<file path="config.mk">
export PLATFORM = sky130hd
export DESIGN_NAME = seu_fix_fsm
export DESIGN_NICKNAME = d
export VERILOG_FILES = /design/src/rtl/seu_fix_pkg.sv /design/src/rtl/sec_encoder.sv /design/src/rtl/sec_decoder.sv /design/src/rtl/seq_next.sv /design/src/rtl/seu_fix_fsm.sv
export SDC_FILE = /design/constraint.sdc
export NUM_CORES = 1
export LEC_CHECK = 0
export CAP_MARGIN = 20
export CELL_PAD_IN_SITES_DETAIL_PLACEMENT = 1
export CELL_PAD_IN_SITES_GLOBAL_PLACEMENT = 1
export CORE_MARGIN = 2
export CORE_UTILIZATION = 35
export DETAILED_ROUTE_END_ITERATION = 8
export HOLD_SLACK_MARGIN = 0.03
export PLACE_DENSITY = 0.75
export SETUP_SLACK_MARGIN = 0.1
export SYNTH_ARGS = -nofsm -noshare
export SYNTH_HDL_FRONTEND = slang
export SYNTH_SLANG_ARGS = --single-unit
</file>
<file path="constraint.sdc">
create_clock -name clk -period 2.25 [get_ports clk]
set_input_delay 0.225 -clock clk [delete_from_list [all_inputs] [get_ports clk]]
set_output_delay 0.225 -clock clk [all_outputs]
set_load 0.05 [all_outputs]
</file>
<file path="src/rtl/seu_fix_pkg.sv">
`timescale 1ns/1ps
package seu_fix_pkg;

    // Smallest r with 2^r >= m + r + 1
    function automatic int unsigned check_count(input int unsigned m);
        int unsigned r;
        r = 1;
        while ((1 << r) < (m + r + 1)) r++;
        return r;
    endfunction

    // Width of a state index for n states (at least one bit)
    function automatic int unsigned index_width(input int unsigned n);
        return (n <= 2) ? 1 : $clog2(n);
    endfunction

    function automatic bit is_pow2(input int unsigned p);
        return (p != 0) && ((p & (p - 1)) == 0);
    endfunction

    typedef enum logic [1:0] {
        CMD_HOLD  = 2'd0,
        CMD_STEP  = 2'd1,
        CMD_CLEAR = 2'd2
    } seq_cmd_e;

endpackage

</file>
<file path="src/rtl/sec_encoder.sv">
`timescale 1ns/1ps
module sec_encoder
    import seu_fix_pkg::*;
#(
    parameter int M = 3,
    parameter int R = 3,
    parameter int N = 6
) (
    input  logic [M-1:0] data_i,
    output logic [N-1:0] word_o
);

    always_comb begin
        logic [N-1:0] w;
        logic         par;
        int           k;
        w = '0;
        k = 0;
        // index bits into the non-power-of-two positions, ascending
        for (int p = 1; p <= N; p++) begin
            if (!is_pow2(p)) begin
                w[p-1] = data_i[k];
                k++;
            end
        end
        // check bit at position 2^j covers positions with bit j set
        for (int j = 0; j < R; j++) begin
            par = 1'b0;
            for (int p = 1; p <= N; p++) begin
                if (((p >> j) & 1) == 1 && !is_pow2(p)) par ^= w[p-1];
            end
            w[(1 << j) - 1] = par;
        end
        word_o = w;
    end

endmodule

</file>
<file path="src/rtl/sec_decoder.sv">
`timescale 1ns/1ps
module sec_decoder
    import seu_fix_pkg::*;
#(
    parameter int M = 3,
    parameter int R = 3,
    parameter int N = 6
) (
    input  logic [N-1:0] word_i,
    output logic [M-1:0] data_o,
    output logic         hit_o
);

    logic [R-1:0] syn;
    logic [N-1:0] fixed;

    always_comb begin
        syn = '0;
        for (int j = 0; j < R; j++) begin
            for (int p = 1; p <= N; p++) begin
                if (((p >> j) & 1) == 1) syn[j] = syn[j] ^ word_i[p-1];
            end
        end
    end

    always_comb begin
        fixed = word_i;
        for (int p = 1; p <= N; p++) begin
            if (syn == R'(p)) fixed[p-1] = ~word_i[p-1];
        end
    end

    always_comb begin
        int k;
        data_o = '0;
        k = 0;
        for (int p = 1; p <= N; p++) begin
            if (!is_pow2(p)) begin
                data_o[k] = fixed[p-1];
                k++;
            end
        end
    end

    assign hit_o = (syn != '0);

endmodule

</file>
<file path="src/rtl/seq_next.sv">
`timescale 1ns/1ps
module seq_next
    import seu_fix_pkg::*;
#(
    parameter int NS = 5,
    parameter int M  = 3
) (
    input  logic [M-1:0] state_i,
    input  logic         adv_i,
    input  logic         clr_i,
    output logic [M-1:0] state_o
);

    localparam logic [M-1:0] LAST = M'(NS - 1);

    seq_cmd_e cmd;

    always_comb begin
        if (clr_i)      cmd = CMD_CLEAR;
        else if (adv_i) cmd = CMD_STEP;
        else            cmd = CMD_HOLD;
    end

    always_comb begin
        unique case (cmd)
            CMD_CLEAR: state_o = '0;
            CMD_STEP:  state_o = (state_i >= LAST) ? '0 : state_i + 1'b1;
            default:   state_o = state_i;
        endcase
    end

endmodule

</file>
<file path="src/rtl/seu_fix_fsm.sv">
`timescale 1ns/1ps
module seu_fix_fsm
    import seu_fix_pkg::*;
#(
    parameter  int NUM_STATES = 5,
    localparam int STATE_W    = index_width(NUM_STATES),
    localparam int CHECK_W    = check_count(STATE_W),
    localparam int WORD_W     = STATE_W + CHECK_W
) (
    input  logic               clk,
    input  logic               rst,
    input  logic               adv_i,
    input  logic               clr_i,
    input  logic [WORD_W-1:0]  flip_i,
    output logic [STATE_W-1:0] state_o,
    output logic               last_o,
    output logic               corr_o
);

    localparam logic [STATE_W-1:0] LAST = STATE_W'(NUM_STATES - 1);

    logic [WORD_W-1:0]  word_q;
    logic [WORD_W-1:0]  nxt_word;
    logic [STATE_W-1:0] cur_state;
    logic [STATE_W-1:0] nxt_state;
    logic               hit;

    sec_decoder #(.M(STATE_W), .R(CHECK_W), .N(WORD_W)) i_dec (
        .word_i (word_q),
        .data_o (cur_state),
        .hit_o  (hit)
    );

    seq_next #(.NS(NUM_STATES), .M(STATE_W)) i_next (
        .state_i (cur_state),
        .adv_i   (adv_i),
        .clr_i   (clr_i),
        .state_o (nxt_state)
    );

    sec_encoder #(.M(STATE_W), .R(CHECK_W), .N(WORD_W)) i_enc (
        .data_i (nxt_state),
        .word_o (nxt_word)
    );

    // State 0 encodes to the all-zero word
    always_ff @(posedge clk) begin
        if (rst) word_q <= '0;
        else     word_q <= nxt_word ^ flip_i;
    end

    assign state_o = cur_state;
    assign last_o  = (cur_state == LAST);
    assign corr_o  = hit;

endmodule

</file>
==> metrics.txt <==
# TYPE chip_impl_metric gauge
chip_impl_metric{name="buffer_ports.inserted",unit=""} 14
chip_impl_metric{name="setup-violations-final",unit=""} 8
chip_impl_info{name="synth_common_cells",value="12 x sky130_fd_sc_hd__nor2_1, 8 x sky130_fd_sc_hd__nand2_1"} 1
chip_impl_metric{name="wl_per_cell",unit="µm"} 21.50
chip_impl_metric{name="cap_viol_max_count",unit=""} 0
chip_impl_metric{name="synth_xor_area_frac",unit=""} 0.03636
chip_impl_metric{name="synth_largest_type_area_fraction",unit=""} 0.1247
chip_impl_info{name="prevailing_post_synth_register_cell",value="sky130_fd_sc_hd__dfxtp_1"} 1
chip_impl_metric{name="power.total",unit="mW"} 1.889
chip_impl_metric{name="critPathRequiredTime",unit="ps"} 2370
chip_impl_metric{name="total_power_density_per_cell_area",unit="nW/µm²"} 1107
chip_impl_info{name="synth_area_leader_cell",value="sky130_fd_sc_hd__dfxtp_1"} 1
chip_impl_metric{name="yosys.area_share.simple",unit=""} 0.3247
chip_impl_metric{name="drt-initial-drc-count",unit=""} 65
chip_impl_metric{name="nets",unit=""} 198
chip_impl_metric{name="grt_start_max_net_pins",unit=""} 14
chip_impl_info{name="worst-setup-path-type",value="flip-flop to flip-flop"} 1
chip_impl_metric{name="muxShareOfSynthArea",unit=""} 0.03247
chip_impl_metric{name="die_h",unit="µm"} 56.47
chip_impl_metric{name="cell_internal_pwr",unit="mW"} 0.9869
chip_impl_metric{name="cts_sinks",unit=""} 6
chip_impl_metric{name="yosys.area_share.adder",unit=""} 0.02597
chip_impl_metric{name="post_route_cells_drive_above_1_share",unit=""} 0.5326
chip_impl_metric{name="p_comb_frac",unit=""} 0.832
chip_impl_metric{name="yosysUniqueCellTypes",unit=""} 51
chip_impl_metric{name="pwr-share-seq",unit=""} 0.115
chip_impl_metric{name="power_leakage",unit="nW"} 0.6806
chip_impl_metric{name="antenna_found_initial",unit=""} 0
chip_impl_metric{name="setup_slack",unit="ps"} -210.8
chip_impl_metric{name="hpwlAfterDp",unit="mm"} 2.739
chip_impl_info{name="slowest_stage",value="sky130_fd_sc_hd__dfxtp_4"} 1
chip_impl_info{name="layout_top_registers",value="word_q x6"} 1
chip_impl_metric{name="seq_area",unit="µm²"} 137.6
chip_impl_metric{name="timing.max_slew.rel_slack",unit=""} 0.7205
chip_impl_metric{name="cts_hold_buffers",unit=""} 0
chip_impl_metric{name="yosys_warning_count",unit=""} 0
chip_impl_metric{name="first_global_vias",unit=""} 1372
chip_impl_metric{name="gpl.final_weighted_congestion",unit=""} 0.8173
chip_impl_metric{name="dieArea",unit="µm²"} 3188
chip_impl_info{name="outcome",value="finished, violations left"} 1
chip_impl_metric{name="via_cell_ratio",unit=""} 6.005
chip_impl_metric{name="avgSynthCellArea",unit="µm²"} 7.354
chip_impl_info{name="grt_setup_unrepaired",value="yes"} 1
chip_impl_metric{name="clkSlewWorstSetupHoldPaths",unit="ps"} 50
chip_impl_info{name="cts_tree",value="built"} 1
chip_impl_metric{name="cp_data_arrival_time",unit="ps"} 2580
chip_impl_metric{name="detailedRoute.firstPassIterationCount",unit=""} 4
chip_impl_info{name="min_path_type",value="primary input to flip-flop"} 1
chip_impl_metric{name="final_antenna_net_count",unit=""} 0
chip_impl_metric{name="floorplan.io_pins",unit=""} 15
chip_impl_metric{name="largest_reg_flops",unit=""} 6
chip_impl_info{name="violations",value="negative setup slack"} 1
chip_impl_metric{name="synth_nets",unit=""} 143
chip_impl_metric{name="largest_stage_delay_on_the_critical_path",unit="ps"} 390
chip_impl_metric{name="grt_pass1_wl",unit="mm"} 6.768
chip_impl_metric{name="timing.final.hold_violations",unit=""} 0
chip_impl_metric{name="ctsLongestPathBuffers",unit=""} 2
chip_impl_metric{name="grt_overflow_total",unit=""} 0
chip_impl_metric{name="rows",unit=""} 19
chip_impl_metric{name="die_width",unit="µm"} 56.47
chip_impl_metric{name="timing_max_transition_violations_final",unit=""} 0
chip_impl_metric{name="multi_input_area",unit="µm²"} 869.6
chip_impl_metric{name="synth_seq_area_share",unit=""} 0.1247
chip_impl_metric{name="fin_setup_tns",unit="ps"} -1183
chip_impl_metric{name="placeableCoreArea",unit="µm²"} 2686
chip_impl_metric{name="inserted_diodes",unit=""} 0
chip_impl_metric{name="worstSkewPairLatency",unit="ps"} 240
chip_impl_metric{name="fin_crit_sh",unit=""} 1.094
chip_impl_metric{name="areaGrowthSynthToFinish",unit="%"} 77.01
chip_impl_metric{name="n_fill_cell",unit=""} 317
chip_impl_info{name="critical_path_cell_by_cell",value="nand2b_1 > o221ai_1 > a211oi_2 > or2_1 > ha_2 > nand2_1 > or3_4 > a21oi_4 > buf_4 > xnor2_1 > nor2_1"} 1
chip_impl_info{name="clockRootBuffer",value="sky130_fd_sc_hd__clkbuf_4"} 1
chip_impl_metric{name="post-place-ws",unit="ps"} -426.2
chip_impl_metric{name="critical_path_peak_fanout",unit=""} 5
chip_impl_info{name="element_type_at_the_critical_path_end",value="flip-flop"} 1
chip_impl_metric{name="post_synth_instance_area",unit="µm²"} 963.4
chip_impl_metric{name="gr-usage-all-layers",unit=""} 0.2721
chip_impl_metric{name="wl",unit="mm"} 4.623
chip_impl_metric{name="final.setup_skew",unit="ps"} 4.534
chip_impl_metric{name="initial_core_util",unit=""} 0.3586
chip_impl_info{name="synthMostInstantiatedCell",value="sky130_fd_sc_hd__nor2_1"} 1
chip_impl_metric{name="max_slew.worst_pin.slew",unit="ps"} 419.2
chip_impl_info{name="synth_top_family_by_area",value="simple AND/OR/NAND/NOR gates"} 1
chip_impl_metric{name="detailroute.via_count",unit=""} 1291
chip_impl_metric{name="cts-buffers-inserted",unit=""} 3
chip_impl_metric{name="total_switching_power",unit="mW"} 0.9017
chip_impl_info{name="synth_area_leaders",value="sky130_fd_sc_hd__dfxtp_1 12%, sky130_fd_sc_hd__buf_6 8.2%, sky130_fd_sc_hd__nor2_1 4.7%"} 1
chip_impl_info{name="start_kind",value="flip-flop"} 1
chip_impl_metric{name="htree_num_levels",unit=""} 1
chip_impl_metric{name="synth_seq_cells",unit=""} 6
chip_impl_metric{name="power_frac_clock",unit=""} 0.052
chip_impl_metric{name="synth_enable_flop_cells",unit=""} 0
chip_impl_metric{name="irDropWorstVdd",unit="V"} 0.0007487
chip_impl_metric{name="synth-compound-area-share",unit=""} 0.2987
chip_impl_metric{name="timing.final.crit_period",unit="ps"} 2461
chip_impl_metric{name="swShare",unit=""} 0.4774
chip_impl_metric{name="synth-async-reset-ratio",unit=""} 0
chip_impl_info{name="biggest_register",value="word_q"} 1
chip_impl_metric{name="achievable-frequency",unit="GHz"} 0.4064
chip_impl_metric{name="syn-instance-count",unit=""} 131
chip_impl_metric{name="drc",unit=""} 0
[final cells by class]
cell class                      count  area share
Sequential cell                     6     0.08070
Timing Repair Buffer               62      0.3441
Inverter                            9     0.02935
Tap cell                           31     0.02274
Clock buffer                        3     0.01321
Multi-Input combinational cell    104      0.5099
[critical path, delay by kind of cell, from the launching register on]
kind / cells / cell delay [ps]
flops: 1 / 390
fa+ha+maj: 1 / 220
simple gates: 5 / 900
buf+inv: 1 / 140
compound gates: 3 / 580
xor+xnor: 1 / 110
[timing repair]
action	in CTS	in global routing
pin swaps	8	10
buffers inserted	9	6
endpoints found under the hold margin	0	0
gates resized for setup	33	14
setup endpoints to repair	10	9
[logic make-up after synthesis]
group,after synthesis
adder cells (fa/ha/maj),2
AND/OR/NAND/NOR,55
XOR/XNOR,4
multiplexers,3
flip-flops,6
AO/OA/AOI/OAI,40
buffers and inverters,21
[per-layer routing]
metal,track usage,vias to the layer above,wire length (µm)
li1,-,592,-
met4,0.08844,0,124
met2,0.5100,41,2477
met1,0.3142,645,1860
met3,0.03226,13,161
met5,0,-,0
[power by group through the flow]
stage / sequential (mW) / combinational, mW / clock (mW)
6_report: 0.218 / 1.57 / 0.0991
5_1_grt: 0.222 / 1.65 / 0.111
4_1_cts: 0.205 / 1.43 / 0.103
3_5_place_dp: 0.199 / 1.20 / 0
3_3_place_gp: 0.192 / 1.15 / 0
2_1_floorplan: 0.148 / 0.776 / 0
[worst paths after layout]
check	startpoint	endpoint	slack, ps	cells after the start
worst max-delay path	word_q[3]	word_q[5]	-210	11
worst max register to register	word_q[3]	word_q[5]	-210	11
worst min register to register	word_q[4]	word_q[3]	1210	6
worst min-delay path	flip_i[5]	word_q[5]	650	3
[metrics by stage]
stage | util | cell area (µm²) | hold WS (ps) | cells
2_1_floorplan | - | 1030 | 296.0 | 131
3_3_place_gp | 0.5207 | 1399 | 873.4 | 200
3_5_place_dp | 0.5207 | 1399 | 905.0 | 200
4_1_cts | 0.6050 | 1625 | 639.6 | 212
5_1_grt | 0.6348 | 1705 | 677.9 | 215
6_report | 0.6348 | 1705 | 652.5 | 215
[cell usage in the layout (no fill, tap or decap), drive strengths merged, types with 2 or more instances in the layout]
cell,n
clkdlybuf4s50,9
nor3,3
o221ai,4
or2,2
a211oi,3
a221oi,2
nand2b,6
xor2,2
nand2,8
o32ai,2
nand3,7
a211o,2
nor2b,4
inv,7
nor2,13
a21oi,9
xnor2,2
o21ai,7
nor4,2
or3,2
mux2i,2
buf,53
clkbuf,3
dfxtp,6
ha,2
a31oi,4
No activity file was read; power rests on OpenSTA's default activity.
